File: src/rtl/drdy_pkg.sv
package drdy_pkg;

    localparam int ADDR_W_DEF  = 8;
    localparam int NUM_WIN_DEF = 2;

    typedef enum logic {
        ST_IDLE  = 1'b0,
        ST_BURST = 1'b1
    } burst_state_e;

    // command from the burst tracker to the output register stage
    typedef struct packed {
        logic fire;   // load the sample and raise the flag
        logic clear;  // drop the flag
    } flag_cmd_t;

    function automatic logic addr_between(input logic [31:0] a,
                                          input logic [31:0] lo,
                                          input logic [31:0] hi);
        return (a >= lo) && (a <= hi);
    endfunction

endpackage

File: src/rtl/drdy_addr_match.sv
module drdy_addr_match #(
    parameter int ADDR_W  = drdy_pkg::ADDR_W_DEF,
    parameter int NUM_WIN = drdy_pkg::NUM_WIN_DEF,
    parameter logic [NUM_WIN*ADDR_W-1:0] WIN_LO = 16'h0E08,
    parameter logic [NUM_WIN*ADDR_W-1:0] WIN_HI = 16'h150A
) (
    input  logic [ADDR_W-1:0] addr_i,
    output logic              hit_o
);

    logic [NUM_WIN-1:0] hit_vec;

    for (genvar i = 0; i < NUM_WIN; i++) begin : g_win
        localparam logic [ADDR_W-1:0] LO = WIN_LO[i*ADDR_W +: ADDR_W];
        localparam logic [ADDR_W-1:0] HI = WIN_HI[i*ADDR_W +: ADDR_W];
        assign hit_vec[i] = drdy_pkg::addr_between(32'(addr_i), 32'(LO), 32'(HI));
    end

    assign hit_o = |hit_vec;

endmodule

File: src/rtl/drdy_burst_track.sv
module drdy_burst_track
    import drdy_pkg::*;
(
    input  logic      clk,
    input  logic      rst,
    input  logic      smp_i,
    input  logic      hit_start_i,
    input  logic      rd_end_i,
    output logic      in_burst_o,
    output logic      pend_o,
    output flag_cmd_t cmd_o
);

    burst_state_e st_q, st_n;
    logic         pend_q, pend_n;
    flag_cmd_t    cmd;

    always_comb begin
        st_n   = st_q;
        pend_n = pend_q;
        cmd    = '0;
        unique case (st_q)
            ST_IDLE: begin
                if (hit_start_i) begin
                    // a sample in the start cycle already counts as mid-read
                    st_n      = ST_BURST;
                    cmd.clear = 1'b1;
                    pend_n    = smp_i;
                end else begin
                    cmd.fire = smp_i;
                    pend_n   = 1'b0;
                end
            end
            ST_BURST: begin
                if (rd_end_i) begin
                    st_n     = ST_IDLE;
                    cmd.fire = pend_q | smp_i;
                    pend_n   = 1'b0;
                end else begin
                    pend_n = pend_q | smp_i;
                end
            end
            default: begin
                st_n   = ST_IDLE;
                pend_n = 1'b0;
            end
        endcase
    end

    always_ff @(posedge clk) begin
        if (rst) begin
            st_q   <= ST_IDLE;
            pend_q <= 1'b0;
        end else begin
            st_q   <= st_n;
            pend_q <= pend_n;
        end
    end

    assign in_burst_o = (st_q == ST_BURST);
    assign pend_o     = pend_q;
    assign cmd_o      = cmd;

    // pending state exists only inside a burst
    p_pend_only_in_burst_r6: assert property (@(posedge clk) disable iff (rst)
        (st_q == ST_IDLE) |-> !pend_q);

    // a sample seen mid-burst stays pending until the burst ends
    p_pend_kept_r4: assert property (@(posedge clk) disable iff (rst)
        (st_q == ST_BURST && smp_i && !rd_end_i) |=> pend_q);

endmodule

File: src/rtl/drdy_flag_reg.sv
module drdy_flag_reg
    import drdy_pkg::*;
(
    input  logic      clk,
    input  logic      rst,
    input  flag_cmd_t cmd_i,
    output logic      rdy_o,
    output logic      load_o
);

    logic rdy_q, load_q;

    always_ff @(posedge clk) begin
        if (rst) begin
            rdy_q  <= 1'b0;
            load_q <= 1'b0;
        end else begin
            load_q <= cmd_i.fire;
            if (cmd_i.fire) begin
                rdy_q <= 1'b1;
            end else if (cmd_i.clear) begin
                rdy_q <= 1'b0;
            end
        end
    end

    assign rdy_o  = rdy_q;
    assign load_o = load_q;

    // a load strobe is always accompanied by a raised flag
    p_load_with_flag_r1: assert property (@(posedge clk) disable iff (rst)
        load_q |-> rdy_q);

    // the strobe never lasts two cycles without a new command
    p_single_strobe_r6: assert property (@(posedge clk) disable iff (rst)
        (load_q && !cmd_i.fire) |=> !load_q);

endmodule

File: src/rtl/drdy_read_interlock.sv
module drdy_read_interlock
    import drdy_pkg::*;
#(
    parameter int ADDR_W  = ADDR_W_DEF,
    parameter int NUM_WIN = NUM_WIN_DEF,
    parameter logic [NUM_WIN*ADDR_W-1:0] WIN_LO = 16'h0E08,
    parameter logic [NUM_WIN*ADDR_W-1:0] WIN_HI = 16'h150A
) (
    input  logic              clk,
    input  logic              rst,
    input  logic              smp_i,
    input  logic              rd_start_i,
    input  logic              rd_end_i,
    input  logic [ADDR_W-1:0] rd_addr_i,
    output logic              rdy_o,
    output logic              load_o
);

    logic      addr_hit;
    logic      hit_start;
    logic      in_burst;
    logic      pend;
    flag_cmd_t cmd;

    drdy_addr_match #(
        .ADDR_W (ADDR_W),
        .NUM_WIN(NUM_WIN),
        .WIN_LO (WIN_LO),
        .WIN_HI (WIN_HI)
    ) u_match (
        .addr_i(rd_addr_i),
        .hit_o (addr_hit)
    );

    assign hit_start = rd_start_i & addr_hit;

    drdy_burst_track u_track (
        .clk        (clk),
        .rst        (rst),
        .smp_i      (smp_i),
        .hit_start_i(hit_start),
        .rd_end_i   (rd_end_i),
        .in_burst_o (in_burst),
        .pend_o     (pend),
        .cmd_o      (cmd)
    );

    drdy_flag_reg u_flag (
        .clk   (clk),
        .rst   (rst),
        .cmd_i (cmd),
        .rdy_o (rdy_o),
        .load_o(load_o)
    );

    p_idle_sample_r1: assert property (@(posedge clk) disable iff (rst)
        (!in_burst && !hit_start && smp_i) |=> (rdy_o && load_o));

    p_start_clears_r2: assert property (@(posedge clk) disable iff (rst)
        (!in_burst && hit_start) |=> (!rdy_o && in_burst));

    p_burst_quiet_r3: assert property (@(posedge clk) disable iff (rst)
        in_burst |-> (!rdy_o && !load_o));

    p_release_r4: assert property (@(posedge clk) disable iff (rst)
        (in_burst && rd_end_i && (pend || smp_i)) |=> (rdy_o && load_o));

    p_empty_end_r5: assert property (@(posedge clk) disable iff (rst)
        (in_burst && rd_end_i && !pend && !smp_i) |=> (!rdy_o && !load_o));

    p_miss_ignored_r7: assert property (@(posedge clk) disable iff (rst)
        (!in_burst && rd_start_i && !addr_hit && !smp_i)
            |=> (!in_burst && rdy_o == $past(rdy_o)));

    p_restart_ignored_r8: assert property (@(posedge clk) disable iff (rst)
        (in_burst && !rd_end_i) |=> in_burst);

endmodule

File: config.mk
export PLATFORM = sky130hd
export DESIGN_NAME = drdy_read_interlock
export DESIGN_NICKNAME = d
export VERILOG_FILES = /design/src/rtl/drdy_pkg.sv /design/src/rtl/drdy_addr_match.sv /design/src/rtl/drdy_burst_track.sv /design/src/rtl/drdy_flag_reg.sv /design/src/rtl/drdy_read_interlock.sv
export SDC_FILE = /design/constraint.sdc
export NUM_CORES = 1
export LEC_CHECK = 0
export BUFFER_PORTS_ARGS = -buffer_cell sky130_fd_sc_hd__buf_2
export CAP_MARGIN = 5
export CORE_AREA = 2 2 39 41
export CTS_BUF_LIST = sky130_fd_sc_hd__clkbuf_8
export DETAILED_ROUTE_END_ITERATION = 6
export DIE_AREA = 0 0 41 43
export HOLD_SLACK_MARGIN = 0.15
export PLACE_DENSITY = 0.39
export SYNTH_ARGS = -nofsm -noshare
export SYNTH_HDL_FRONTEND = slang
export SYNTH_SLANG_ARGS = --single-unit
export TNS_END_PERCENT = 50
File: constraint.sdc
create_clock -name clk -period 2 [get_ports clk]
set_input_delay 0.2 -clock clk [delete_from_list [all_inputs] [get_ports clk]]
set_output_delay 0.2 -clock clk [all_outputs]
set_load 0.01 [all_outputs]
==> out/results.txt <==
# port buffers -> 14
Clock Root Buffer -> clkbuf_8
Synth Register Bits -> 4
RR Startpoint -> u_track.in_burst_o$_SDFF_PP0_
Vias in the first global route -> 251
Mapped Cells -> 28
CTS Hold Buffers Added -> 0
Slowest cell on the critical path -> or4b_4
Actual slew at the worst max-slew pin -> 0.284 ns
Layout area overhead -> 50.0%
Critical path arrival -> 1.38 ns
Routed Antenna Nets -> 0
Clk sinks -> 4
EDFF count, synth -> 0
GRT overflow -> 0
Slew Viols, Final -> 0
RSZ-0062 raised after global routing -> no
Synthesized netlist net count -> 41
Final Critical Period -> 1.26 ns
Post-synth top area cell -> dfxtp_1
DR WL/cell -> 10.3 um
Nets -> 60
Post-route non-filler standard cell count -> 61
Delay of the slowest critical-path stage -> 0.55 ns
Synthesized area per cell -> 9.38 sq um
Power Total -> 0.291 mW
Cell Pwr Density -> 739 mW/mm^2
Clock skew -> 0.00147 ns
Multi-input gate area -> 179 sq um
Clk Latency, worst-skew pair -> 0.22 ns
Reg2reg end -> u_track.pend_o$_SDFF_PP0_
Register area share after synthesis -> 0.305
Starting DRT DRC Count -> 1
Antenna cells -> 0
First-pass GRT wire length -> 972 um
# rows -> 14
Status -> completed
Pin count of the biggest net entering global routing -> 7
Maxcap violations -> 0
Core footprint -> 0.00138 sq mm
Reg clk slew, reported paths -> 0.03 ns
Routed Wire Length -> 628 um
Chip Height -> 43 um
Post-Route Setup TNS -> 0 ns
Vias per cell -> 4.72
Most numerous cell in the Yosys netlist -> dfxtp_1
Dominant synthesized flop cell -> dfxtp_1
Initial antenna violation count -> 0
Worst hold path depth -> 2
DRC -> 0
FILL cells -> 156
Drt pass-1 iters -> 3
CP Data Required Time -> 2.13 ns
Share of cells above drive strength 1 -> 0.444
Worst Hold Class -> input pin to register
GRT Total Usage -> 0.0903
Final core occ -> 0.285
Syn Std Cell Area -> 263 sq um
Minimum hold slack -> 0.246 ns
Reg2reg setup slack -> 0.96 ns
Leakage -> 0.173 nW
I/O pin count -> 15
Detailed placer's ending HPWL -> 504 um
Routability Congestion -> 0.699
FF-to-FF path depth -> 3
Register area -> 80.1 sq um
Die area -> 0.00176 sq mm
CP cell instances -> buf_2, or4b_4, or3_1, o32ai_2
Slew margin rel. -> 0.810
Clock buffer depth -> 2
Placed Cells -> 58
Max VDD drop -> 0.327 mV
Crit path max fanout -> 5
Final hold viol count -> 0
Crit Path Class -> input pin to register
F_max -> 796 MHz
CTS Buf Count -> 3
Synth top area share -> 0.305
Final period utilization -> 0.628
Synth cell types -> 19
CTS resizes -> 0
Area contributors post-synth -> dfxtp_1 (30%), nand2b_1 (7.1%), o32ai_2 (6.2%)
CTS H-tree lvls -> 1
CTS tree -> built
Worst setup SP type -> input pin
Asr flop ratio synth -> 0
Initial Util -> 0.190
Post-synth top cells -> dfxtp_1 (4), nand2b_1 (3)
Vias -> 288
Worst Hold Endpoint -> u_track.in_burst_o$_SDFF_PP0_
Syn. warnings -> 0
Hold path startpoint -> rst
Post-CTS setup buffers -> 0
Die Wd -> 41 um
Setup crit end kind -> register
Setup Viol. Count Final -> 0
==> cell type report <==
class / count / share of cell area
well taps: 16 / 0.0508
flip-flops and latches: 4 / 0.203
clock buffers: 3 / 0.105
repair buffers: 14 / 0.178
multi-input cells: 23 / 0.454
inverters: 1 / 0.00952
==> cell usage in the layout (no fill, tap or decap), types with 2 or more instances in the layout <==
| cell | Yosys | routed |
|---|---|---|
| buf_2 | 0 | 14 |
| dfxtp_1 | 4 | 4 |
| nand2b_1 | 3 | 3 |
| clkbuf_8 | 0 | 3 |
| nor2b_1 | 2 | 2 |
| or3_1 | 2 | 2 |
| o31ai_1 | 2 | 2 |
| a21o_1 | 2 | 2 |
==> where the power goes <==
group	total, mW	switching, mW	internal [mW]
sequential	0.0851	0.00141	0.0837
clock	0.167	0.0389	0.128
combinational	0.0394	0.0181	0.0214
total	0.291	0.0584	0.233
==> layer usage <==
| layer | share of wire | global-route usage | up-vias |
|---|---|---|---|
| met5 | 0 | 0 | - |
| met4 | 0.076 | 0.140 | 0 |
| met3 | 0.094 | 0.0157 | 4 |
| met2 | 0.37 | 0.106 | 17 |
| met1 | 0.46 | 0.103 | 121 |
| li1 | - | - | 146 |
==> worst max path at each step <==
stage | startpoint | to | slack, ns | cells past startpoint
floorplan | rd_addr_i[7] | u_flag.rdy_o$_SDFFE_PP0P_ | 0.67 | 3
global placement | rd_addr_i[7] | u_flag.rdy_o$_SDFFE_PP0P_ | 0.54 | 4
detailed placement | rd_addr_i[7] | u_track.in_burst_o$_SDFF_PP0_ | 0.51 | 4
CTS | rd_addr_i[7] | u_track.in_burst_o$_SDFF_PP0_ | 0.73 | 4
global route | rd_addr_i[7] | u_track.in_burst_o$_SDFF_PP0_ | 0.70 | 4
finish | rd_addr_i[7] | u_track.in_burst_o$_SDFF_PP0_ | 0.74 | 4
==> registers in the layout, indices dropped and copies added, names as in the netlist <==
name and count:
u_flag.load_o 1, u_flag.rdy_o 1, u_track.pend_o 1, u_track.in_burst_o 1
==> per-stage QoR <==
step           instance area [sq um]  worst slack (ns)
2_1_floorplan                    263             0.673
3_3_place_gp                     353             0.537
3_5_place_dp                     353             0.513
4_1_cts                          394             0.733
5_1_grt                          394             0.700
6_report                         394             0.743
==> critical path, delay by kind of cell <==
kind                   cells  cell delay (ns)
AND/OR/NAND/NOR            2             0.88
AO/OA/AOI/OAI              1             0.20
buffers and inverters      1             0.09
==> cells by family (layout without fill, tap and decap cells) <==
group,after synthesis,count (layout),synth area share
AOI/OAI and AO/OA,10,10,0.338
buffers and inverters,1,18,0.0143
DFF,4,4,0.305
and+or+nand+nor,13,13,0.343
No activity file was read; power rests on OpenSTA's default activity.
